### src/rtl/amax_pkg.sv
package amax_pkg;

  typedef enum logic [1:0] {
    ST_IDLE  = 2'd0,
    ST_READ  = 2'd1,
    ST_WRITE = 2'd2,
    ST_DONE  = 2'd3
  } amax_state_e;

  typedef struct packed {
    logic acquire;
    logic release_;
    logic tag_chk;
    logic wb_en;
    logic misaligned;
  } amax_attr_t;

endpackage

### src/rtl/amax_decode.sv
module amax_decode
  import amax_pkg::*;
#(
  parameter int IDX_W      = 5,
  parameter int ADDR_W     = 64,
  parameter int ALIGN_BITS = 4
) (
  input  logic              acq_i,
  input  logic              rel_i,
  input  logic [IDX_W-1:0]  base_idx_i,
  input  logic [IDX_W-1:0]  dst_idx_i,
  input  logic [ADDR_W-1:0] addr_i,
  output amax_attr_t        attr_o
);
  localparam logic [IDX_W-1:0] SPECIAL_IDX = '1;

  logic base_is_sp;
  logic dst_discard;

  assign base_is_sp  = (base_idx_i == SPECIAL_IDX);
  assign dst_discard = (dst_idx_i == SPECIAL_IDX);

  always_comb begin
    attr_o            = '0;
    attr_o.acquire    = acq_i & ~dst_discard;
    attr_o.release_   = rel_i;
    attr_o.tag_chk    = ~base_is_sp;
    attr_o.wb_en      = ~dst_discard;
    attr_o.misaligned = base_is_sp & (|addr_i[ALIGN_BITS-1:0]);
  end
endmodule

### src/rtl/amax_smax.sv
module amax_smax #(
  parameter int DATA_W   = 64,
  parameter int NARROW_W = 32
) (
  input  logic              wide_i,
  input  logic [DATA_W-1:0] mem_val_i,
  input  logic [DATA_W-1:0] reg_val_i,
  output logic [DATA_W-1:0] max_o,
  output logic [DATA_W-1:0] ret_o
);
  localparam int PAD_W = DATA_W - NARROW_W;

  logic [DATA_W-1:0] wide_max;
  assign wide_max = ($signed(mem_val_i) > $signed(reg_val_i)) ? mem_val_i : reg_val_i;

  generate
    if (PAD_W > 0) begin : g_narrow
      logic [NARROW_W-1:0] lo_mem, lo_reg, lo_max;
      assign lo_mem = mem_val_i[NARROW_W-1:0];
      assign lo_reg = reg_val_i[NARROW_W-1:0];
      assign lo_max = ($signed(lo_mem) > $signed(lo_reg)) ? lo_mem : lo_reg;
      assign max_o  = wide_i ? wide_max  : {{PAD_W{1'b0}}, lo_max};
      assign ret_o  = wide_i ? mem_val_i : {{PAD_W{1'b0}}, lo_mem};
    end else begin : g_wide_only
      logic unused_wide;
      assign unused_wide = wide_i;
      assign max_o = wide_max;
      assign ret_o = mem_val_i;
    end
  endgenerate
endmodule

### src/rtl/amax_ctrl.sv
module amax_ctrl
  import amax_pkg::*;
(
  input  logic        clk,
  input  logic        rst_n,
  input  logic        accept_i,
  input  logic        misaligned_i,
  input  logic        mem_ready_i,
  input  logic        resp_ready_i,
  output amax_state_e state_o
);
  amax_state_e state_q, state_d;

  always_comb begin
    state_d = state_q;
    unique case (state_q)
      ST_IDLE:  if (accept_i)     state_d = misaligned_i ? ST_DONE : ST_READ;
      ST_READ:  if (mem_ready_i)  state_d = ST_WRITE;
      ST_WRITE: if (mem_ready_i)  state_d = ST_DONE;
      ST_DONE:  if (resp_ready_i) state_d = ST_IDLE;
      default:                    state_d = ST_IDLE;
    endcase
  end

  always_ff @(posedge clk) begin
    if (!rst_n) state_q <= ST_IDLE;
    else        state_q <= state_d;
  end

  assign state_o = state_q;
endmodule

### src/rtl/amax_unit.sv
module amax_unit
  import amax_pkg::*;
#(
  parameter int DATA_W     = 64,
  parameter int NARROW_W   = 32,
  parameter int ADDR_W     = 64,
  parameter int IDX_W      = 5,
  parameter int ALIGN_BITS = 4
) (
  input  logic              clk,
  input  logic              rst_n,
  input  logic              req_valid,
  output logic              req_ready,
  input  logic              req_wide,
  input  logic              req_acq,
  input  logic              req_rel,
  input  logic [DATA_W-1:0] req_operand,
  input  logic [ADDR_W-1:0] req_base_addr,
  input  logic [IDX_W-1:0]  req_base_idx,
  input  logic [IDX_W-1:0]  req_dst_idx,
  output logic              mem_valid,
  input  logic              mem_ready,
  output logic              mem_we,
  output logic              mem_wide,
  output logic [ADDR_W-1:0] mem_addr,
  output logic [DATA_W-1:0] mem_wdata,
  input  logic [DATA_W-1:0] mem_rdata,
  output logic              mem_lock,
  output logic              ord_acquire,
  output logic              ord_release,
  output logic              ord_tag_chk,
  output logic              resp_valid,
  input  logic              resp_ready,
  output logic              resp_fault,
  output logic              resp_wb_en,
  output logic [IDX_W-1:0]  resp_idx,
  output logic [DATA_W-1:0] resp_data
);
  amax_state_e       state;
  amax_attr_t        attr_d, attr_q;
  logic              accept;
  logic              wide_q, fault_q;
  logic [DATA_W-1:0] opnd_q, rdata_q, max_val, ret_val;
  logic [ADDR_W-1:0] addr_q;
  logic [IDX_W-1:0]  dst_q;

  amax_decode #(.IDX_W(IDX_W), .ADDR_W(ADDR_W), .ALIGN_BITS(ALIGN_BITS)) u_decode (
    .acq_i      (req_acq),
    .rel_i      (req_rel),
    .base_idx_i (req_base_idx),
    .dst_idx_i  (req_dst_idx),
    .addr_i     (req_base_addr),
    .attr_o     (attr_d)
  );

  amax_ctrl u_ctrl (
    .clk          (clk),
    .rst_n        (rst_n),
    .accept_i     (accept),
    .misaligned_i (attr_d.misaligned),
    .mem_ready_i  (mem_ready),
    .resp_ready_i (resp_ready),
    .state_o      (state)
  );

  amax_smax #(.DATA_W(DATA_W), .NARROW_W(NARROW_W)) u_smax (
    .wide_i    (wide_q),
    .mem_val_i (rdata_q),
    .reg_val_i (opnd_q),
    .max_o     (max_val),
    .ret_o     (ret_val)
  );

  assign req_ready = (state == ST_IDLE);
  assign accept    = req_valid & req_ready;

  always_ff @(posedge clk) begin
    if (!rst_n) begin
      attr_q  <= '0;
      wide_q  <= 1'b0;
      fault_q <= 1'b0;
      opnd_q  <= '0;
      addr_q  <= '0;
      dst_q   <= '0;
      rdata_q <= '0;
    end else begin
      if (accept) begin
        attr_q  <= attr_d;
        wide_q  <= req_wide;
        fault_q <= attr_d.misaligned;
        opnd_q  <= req_operand;
        addr_q  <= req_base_addr;
        dst_q   <= req_dst_idx;
        rdata_q <= '0;
      end else if (state == ST_READ && mem_ready) begin
        rdata_q <= mem_rdata;
      end
    end
  end

  assign mem_valid   = (state == ST_READ) || (state == ST_WRITE);
  assign mem_we      = (state == ST_WRITE);
  assign mem_wide    = wide_q;
  assign mem_addr    = addr_q;
  assign mem_wdata   = mem_we ? max_val : '0;
  assign mem_lock    = mem_valid;
  assign ord_acquire = mem_lock & attr_q.acquire;
  assign ord_release = mem_lock & attr_q.release_;
  assign ord_tag_chk = mem_lock & attr_q.tag_chk;

  assign resp_valid  = (state == ST_DONE);
  assign resp_fault  = fault_q;
  assign resp_wb_en  = attr_q.wb_en & ~fault_q;
  assign resp_idx    = dst_q;
  assign resp_data   = fault_q ? '0 : ret_val;
endmodule

### config.mk
export PLATFORM = sky130hd
export DESIGN_NAME = amax_unit
export DESIGN_NICKNAME = d
export VERILOG_FILES = /design/src/rtl/amax_pkg.sv /design/src/rtl/amax_decode.sv /design/src/rtl/amax_smax.sv /design/src/rtl/amax_ctrl.sv /design/src/rtl/amax_unit.sv
export SDC_FILE = /design/constraint.sdc
export NUM_CORES = 1
export LEC_CHECK = 0
export BUFFER_PORTS_ARGS = -buffer_cell sky130_fd_sc_hd__buf_2
export CAP_MARGIN = 0
export CORE_AREA = 2 2 160 162
export DETAILED_ROUTE_END_ITERATION = 16
export DIE_AREA = 0 0 162 164
export PLACE_DENSITY = 0.69
export SLEW_MARGIN = 20
export SYNTH_ARGS = -nofsm -noshare
export SYNTH_HDL_FRONTEND = slang
export SYNTH_SLANG_ARGS = --single-unit
### constraint.sdc
create_clock -name clk -period 6.6 [get_ports clk]
set_clock_uncertainty 0.05 [all_clocks]
set_input_delay 0.33 -clock clk [delete_from_list [all_inputs] [get_ports clk]]
set_output_delay 0.33 -clock clk [all_outputs]
set_load 0.005 [all_outputs]
Word-level counts from Yosys, hierarchy flattened
Cells that the tools add are included.
{"block": "classes", "magnitude_cmp": 2, "eq_ne": 9, "n_mux": 12, "bitwise": 11, "n_reduce_logical": 6}
{"operator": "$mux 64", "count": 5}
{"operator": "$gt 64x64->1", "count": 1}
{"operator": "$gt 32x32->1", "count": 1}
{"operator": "$mux 32", "count": 1}
{"operator": "$eq 5x5->1 const B", "count": 2}
{"operator": "$mux 2", "count": 5}
{"operator": "$pmux 2 s4", "count": 1}
{"operator": "$and 1x1->1", "count": 7}
{"operator": "$eq 2x2->1 const B", "count": 2}
{"operator": "$ne 2x1->1 const B", "count": 2}
{"operator": "$ne 2x2->1 const B", "count": 2}
{"operator": "$not 1->1", "count": 4}
{"operator": "$reduce_and 4->1", "count": 1}
{"operator": "$reduce_or 4->1", "count": 1}
{"operator": "$eq 2x1->1 const B", "count": 1}
{"operator": "$logic_not 2->1", "count": 1}
{"operator": "$reduce_or 2->1", "count": 1}
{"operator": "$logic_and 1x1->1", "count": 1}
{"operator": "$logic_or 1x1->1", "count": 1}
{"block": "totals", "ff_bits": 205, "out_inout_bits": 208, "word_cells": 51}

Logic depth before layout (Yosys ltp)
{"block": "depth", "word_depth": 5, "mapped_depth": 11, "mapped_depth_nobuf": 10}

Hierarchy
From an unflattened synthesis, not the netlist that was laid out.
{"block": "hier_totals", "cells_unflattened": 1554, "hier_area_um2": 13446.6}
{"module": "amax_unit", "n_inst": 1, "cells_each": 1081, "area_per_inst_um2": 9985.8, "seq_area_each_um2": 4063.9}
{"module": "amax_smax", "n_inst": 1, "cells_each": 445, "area_per_inst_um2": 3230.6, "seq_area_each_um2": 0.0}
{"module": "amax_ctrl", "n_inst": 1, "cells_each": 19, "area_per_inst_um2": 173.9, "seq_area_each_um2": 40.0}
{"module": "amax_decode", "n_inst": 1, "cells_each": 9, "area_per_inst_um2": 56.3, "seq_area_each_um2": 0.0}

Worst setup path before layout
No wires, ideal clock.
{"block": "synth_timing", "kind": "register to output", "start": "register opnd_q[37]", "end": "output mem_wdata[10]", "t_arrival_ps": 2391, "required_time_ps": 6220, "path_slack_ps": 3829, "stages_incl_launch_ff": 12, "path_buffers": 1, "cell_sequence": "dfxtp_1 -> inv_1 -> ha_1 -> a21o_1 -> a21o_1 -> a221oi_1 -> o21ai_1 -> a211oi_4 -> o211ai_2 -> nor2_4 -> buf_6 -> mux2i_1"}
{"block": "synth_between", "elab_chain_cells": 4}
{"element": "start, declared", "line_no": "amax_unit.sv:43", "text": "logic [DATA_W-1:0] opnd_q, rdata_q, max_val, ret_val;"}
{"element": "start signal, assigned", "line_no": "amax_unit.sv:91", "text": "opnd_q <= req_operand;"}
{"element": "$gt 64x64->1", "line_no": "amax_smax.sv:14", "text": "assign wide_max = ($signed(mem_val_i) > $signed(reg_val_i)) ? mem_val_i : reg_val_i;"}
{"element": "$mux 64", "line_no": "amax_smax.sv:14"}
{"element": "$mux 64", "line_no": "amax_smax.sv:22", "text": "assign max_o = wide_i ? wide_max : {{PAD_W{1'b0}}, lo_max};"}
{"element": "$mux 64", "line_no": "amax_unit.sv:105", "text": "assign mem_wdata = mem_we ? max_val : '0;"}
{"element": "end, declared", "line_no": "amax_unit.sv:26", "text": "output logic [DATA_W-1:0] mem_wdata,"}
No other way between the ends.

Worst setup path in the final report
{"block": "layout_timing", "start": "register opnd_q[31]", "end": "output mem_wdata[28]"}
{"block": "layout_between", "elab_chain_cells": 4, "word_cells_on_any_way": 6, "classes_between": "order compare: 2; mux: 4"}
{"element": "$gt 64x64->1 / $gt 32x32->1 (equally long branches)", "line_no": "amax_smax.sv:14, amax_smax.sv:21"}
{"element": "$mux 64 / $mux 32 (equally long branches)", "line_no": "amax_smax.sv:14, amax_smax.sv:21"}
{"element": "$mux 64 (*)", "line_no": "amax_smax.sv:22"}
{"element": "$mux 64 (*)", "line_no": "amax_unit.sv:105"}
Every way passes the cells marked *; elsewhere a longest branch is shown, timed or not.

==> summary.txt <==
Place
  • DP Area: ~0.012 mm2
  • # placed instances: around 1900
  • Routability cong.: between 0.8 and 0.9
  • I/O Buffers: around 420
  • DP Worst Slack: around 2.4 ns
  • DPL Wire Length: between 20000 and 25000 um

Yosys
  • Synth area leaders: dfxtp_1, nand2_1, ha_1
  • Syn Area/Cell: approximately 8.3 um2
  • Syn Nets: 1496
  • Mapped cell area: 0.0101 mm2
  • Post-synthesis cell count: around 1200
  • Main combinational cell family by area after synthesis: compound AO/OA/AOI/OAI gates
  • Synth cell types: between 50 and 60
  • Synth Area in Simple Gates: 0.193
  • Prevailing post-synth register cell: dfxtp_1
  • Xor and xnor area share after synthesis: 0
  • Synth area leader: dfxtp_1
  • Async SR Flop Fraction: 0
  • Multiplexer share of the synthesized area: 0.0318
  • #FFs+latches synth: around 210
  • Register area share after synthesis: 0.407
  • Synth top area share: 0.407
  • Adder-Cell Fraction of Synth Area: 0.0844
  • Synth warn: 0
  • Top-count cell post-synth: nand2_1
  • EDFF count, synth: 0
  • Post-synthesis compound-gate area fraction: 0.220
  • Synth cell count leaders: nand2_1, dfxtp_1, a21oi_1

Run
  • Max-cap check violation count: 0

Pwr
  • Sw Share: 0.380
  • Sequential power share: 0.337
  • Gate power share: 0.384
  • Worst vdd ir: 0.000225 V
  • Clock share of power: 0.278
  • Leak Pwr: about 6.9 nW
  • Power Density: between 300 and 400 mW/mm2
  • Final Power: roughly 4.7 mW
  • Total net switching power: around 1.8 mW
  • P_int: between 2 and 3 mW

Clock network
  • Clk slew on worst S/H paths: 0.06 ns
  • H-tree depth: 1
  • Sink Count: 205
  • Num CTS Buffers: 23
  • Postcts setup bufs: 0
  • Later-pin clock latency in the skew report: approximately 0.51 ns
  • Clock root cell: clkbuf_16
  • TritonCTS clock tree: built
  • Clk buf depth: 3

Finish
  • Synth-to-Final Area Change: 47.9%
  • Fillers: around 2100
  • Final Cell Area: between 0.01 and 0.015 mm2
  • Finished Layout Cells: between 2000 and 2500
  • End-of-flow core utilization: 0.601
  • Layout cell share with drive strength beyond 1: 0.283
  • Net count, final: around 2000

Setup path
  • Arrival @ worst endpoint: 4.33 ns
  • Critical Path Max Stage Delay: 0.63 ns
  • Setup CP Type: register to output pin
  • R2R Path Start: u_ctrl.state_o[0]
  • Max stage delay cell, worst path: nor4_1
  • Startpoint Class: register
  • Worst-path fanout max: 27
  • Crit end category: output pin
  • Crit path required time: roughly 6.2 ns
  • Crit path launch: opnd_q[31]
  • Critical Path, Cell by Cell: inv_1 -> ha_1 -> nand4_1 -> nor4_1 -> nand3_1 -> nor2_2 -> or3_1 -> o211ai_2 -> nor2_4 -> buf_4 -> mux2i_1 -> buf_2

GRT
  • Largest net degree at the start of global routing: 76
  • Grt total ovfl: 0
  • GRT Total Usage: 0.259
  • Initial antenna violation count: 5
  • Vias in the first global route: 10900
  • Global-route wire length before repair: 55500 um

Timing
  • Crit path time final: between 4 and 5 ns
  • Post-Route Setup TNS: 0 ns
  • Setup ws final: between 1.5 and 2 ns
  • Worst-Margin Slew: approximately 1.1 ns
  • Fin Hold WS: 0.0201 ns
  • Slew HR: 0.267
  • Tcrit/Tclk final: 0.713
  • Final Hold Fails: 0
  • Max Slew Vio Count: 0
  • Max Freq: around 0.21 GHz
  • Setup violations, final: 0
  • RSZ-0062 raised after global routing: no

Worst hold path
  • Tightest Hold Check Type: input pin to register
  • Hold Startpoint: req_base_addr[62]

Drt
  • Top Layer Used: met4
  • Drt pass-1 iters: 5
  • WL met2: roughly 18000 um
  • Via density: approximately 5.2
  • Met3 routed WL: around 2600 um
  • Met1 wire length: ~15000 um
  • Post-route ant nets: 0
  • Wire length per cell: about 17 um
  • Drt first-iter violations: between 800 and 900
  • Detailed-route DRC error count: 0
  • Final WL: ~36000 um
  • Routed via count: 11000

Status
  • Status: finished clean

Die
  • Die ar.: about 0.027 mm2
  • Top-Level Pins: roughly 420
  • Initial Util: 0.406
  • Chip height: around 160 um
  • DIE WIDTH: 162 um
  • Core Box Area: around 0.025 mm2
  • Row cnt: 58
## metal layers
layer | GRT usage | up-vias
met5 | 0 | -
met2 | 0.453 | 482
met1 | 0.312 | 5138
li1 | - | 5258
met3 | 0.0530 | 104
met4 | 0.103 | 0
## worst max-delay path: cells and delay by family, from the launching register on
| family | cells | cell delay, ns |
|---|---|---|
| AOI/OAI and AO/OA | 1 | 0.10 |
| DFF | 1 | 0.33 |
| muxes | 1 | 0.43 |
| buffers and inverters | 3 | 0.74 |
| and+or+nand+nor | 6 | 1.82 |
| adders and majority gates | 1 | 0.35 |
## power groups by stage
| stage | Sequential [mW] | Clock, mW | Combinational (mW) |
|---|---|---|---|
| after global placement | 1.61 | 0 | 1.71 |
| final | 1.60 | 1.32 | 1.82 |
| after floorplan | 1.59 | 0 | 1.22 |
| after CTS | 1.59 | 1.35 | 1.81 |
| after detailed placement | 1.61 | 0 | 1.72 |
| after global routing | 1.62 | 1.40 | 2.00 |
## layout make-up
cell class,count,area [um2],area share
Multi-Input combinational cell,859,5380,0.361
Sequential cell,205,4100,0.275
Timing Repair Buffer,607,3960,0.266
Clock buffer,29,618,0.0415
Tap cell,330,413,0.0277
Inverter,72,270,0.0181
Clock inverter,12,151,0.0102
Antenna cell,5,12.5,0.000839
## worst paths after layout
path / end / slack, ns / cells after the start
worst max-delay path: mem_wdata[28] / 1.89 / 12
worst min-delay path: mem_addr[62] / 0.02 / 2
worst max register to register: opnd_q[22] / 4.00 / 6
worst min register to register: attr_q[1] / 0.40 / 1
## cells in the final DEF, fill, tap and decap left out, types with 4 or more instances in the layout
cell type / instances
buf_2: 417
nand2_1: 273
dfxtp_1: 205
dlygate4sd3_1: 178
a21oi_1: 86
a22o_1: 74
o21ai_0: 73
inv_1: 72
ha_1: 67
nand3_1: 39
and2_1: 37
nor2b_1: 34
mux2i_1: 32
o21ai_1: 31
clkbuf_16: 23
a21boi_2: 18
a21boi_1: 12
buf_4: 12
nor2_1: 10
nand4_1: 10
a21o_1: 9
diode_2: 5
clkbuf_1: 4
clkinv_2: 4
## cells by family after synthesis
family                     Yosys count
muxes                               32
and+or+nand+nor                    429
adders and majority gates           68
AOI/OAI and AO/OA                  330
buffers and inverters              154
DFF                                205
## state kept, by name (all words and copies together) (netlist names)
name and flops:
attr_q 4, mem_addr 64, mem_wide 1, opnd_q 64, rdata_q 64, resp_fault 1, resp_idx 5, u_ctrl.state_o 2
## repair_timing
action,CTS,global route
gates resized for setup,0,0
hold buffers,178,0
hold endpoints to repair,178,0
Power figures use the tool's default switching activity.
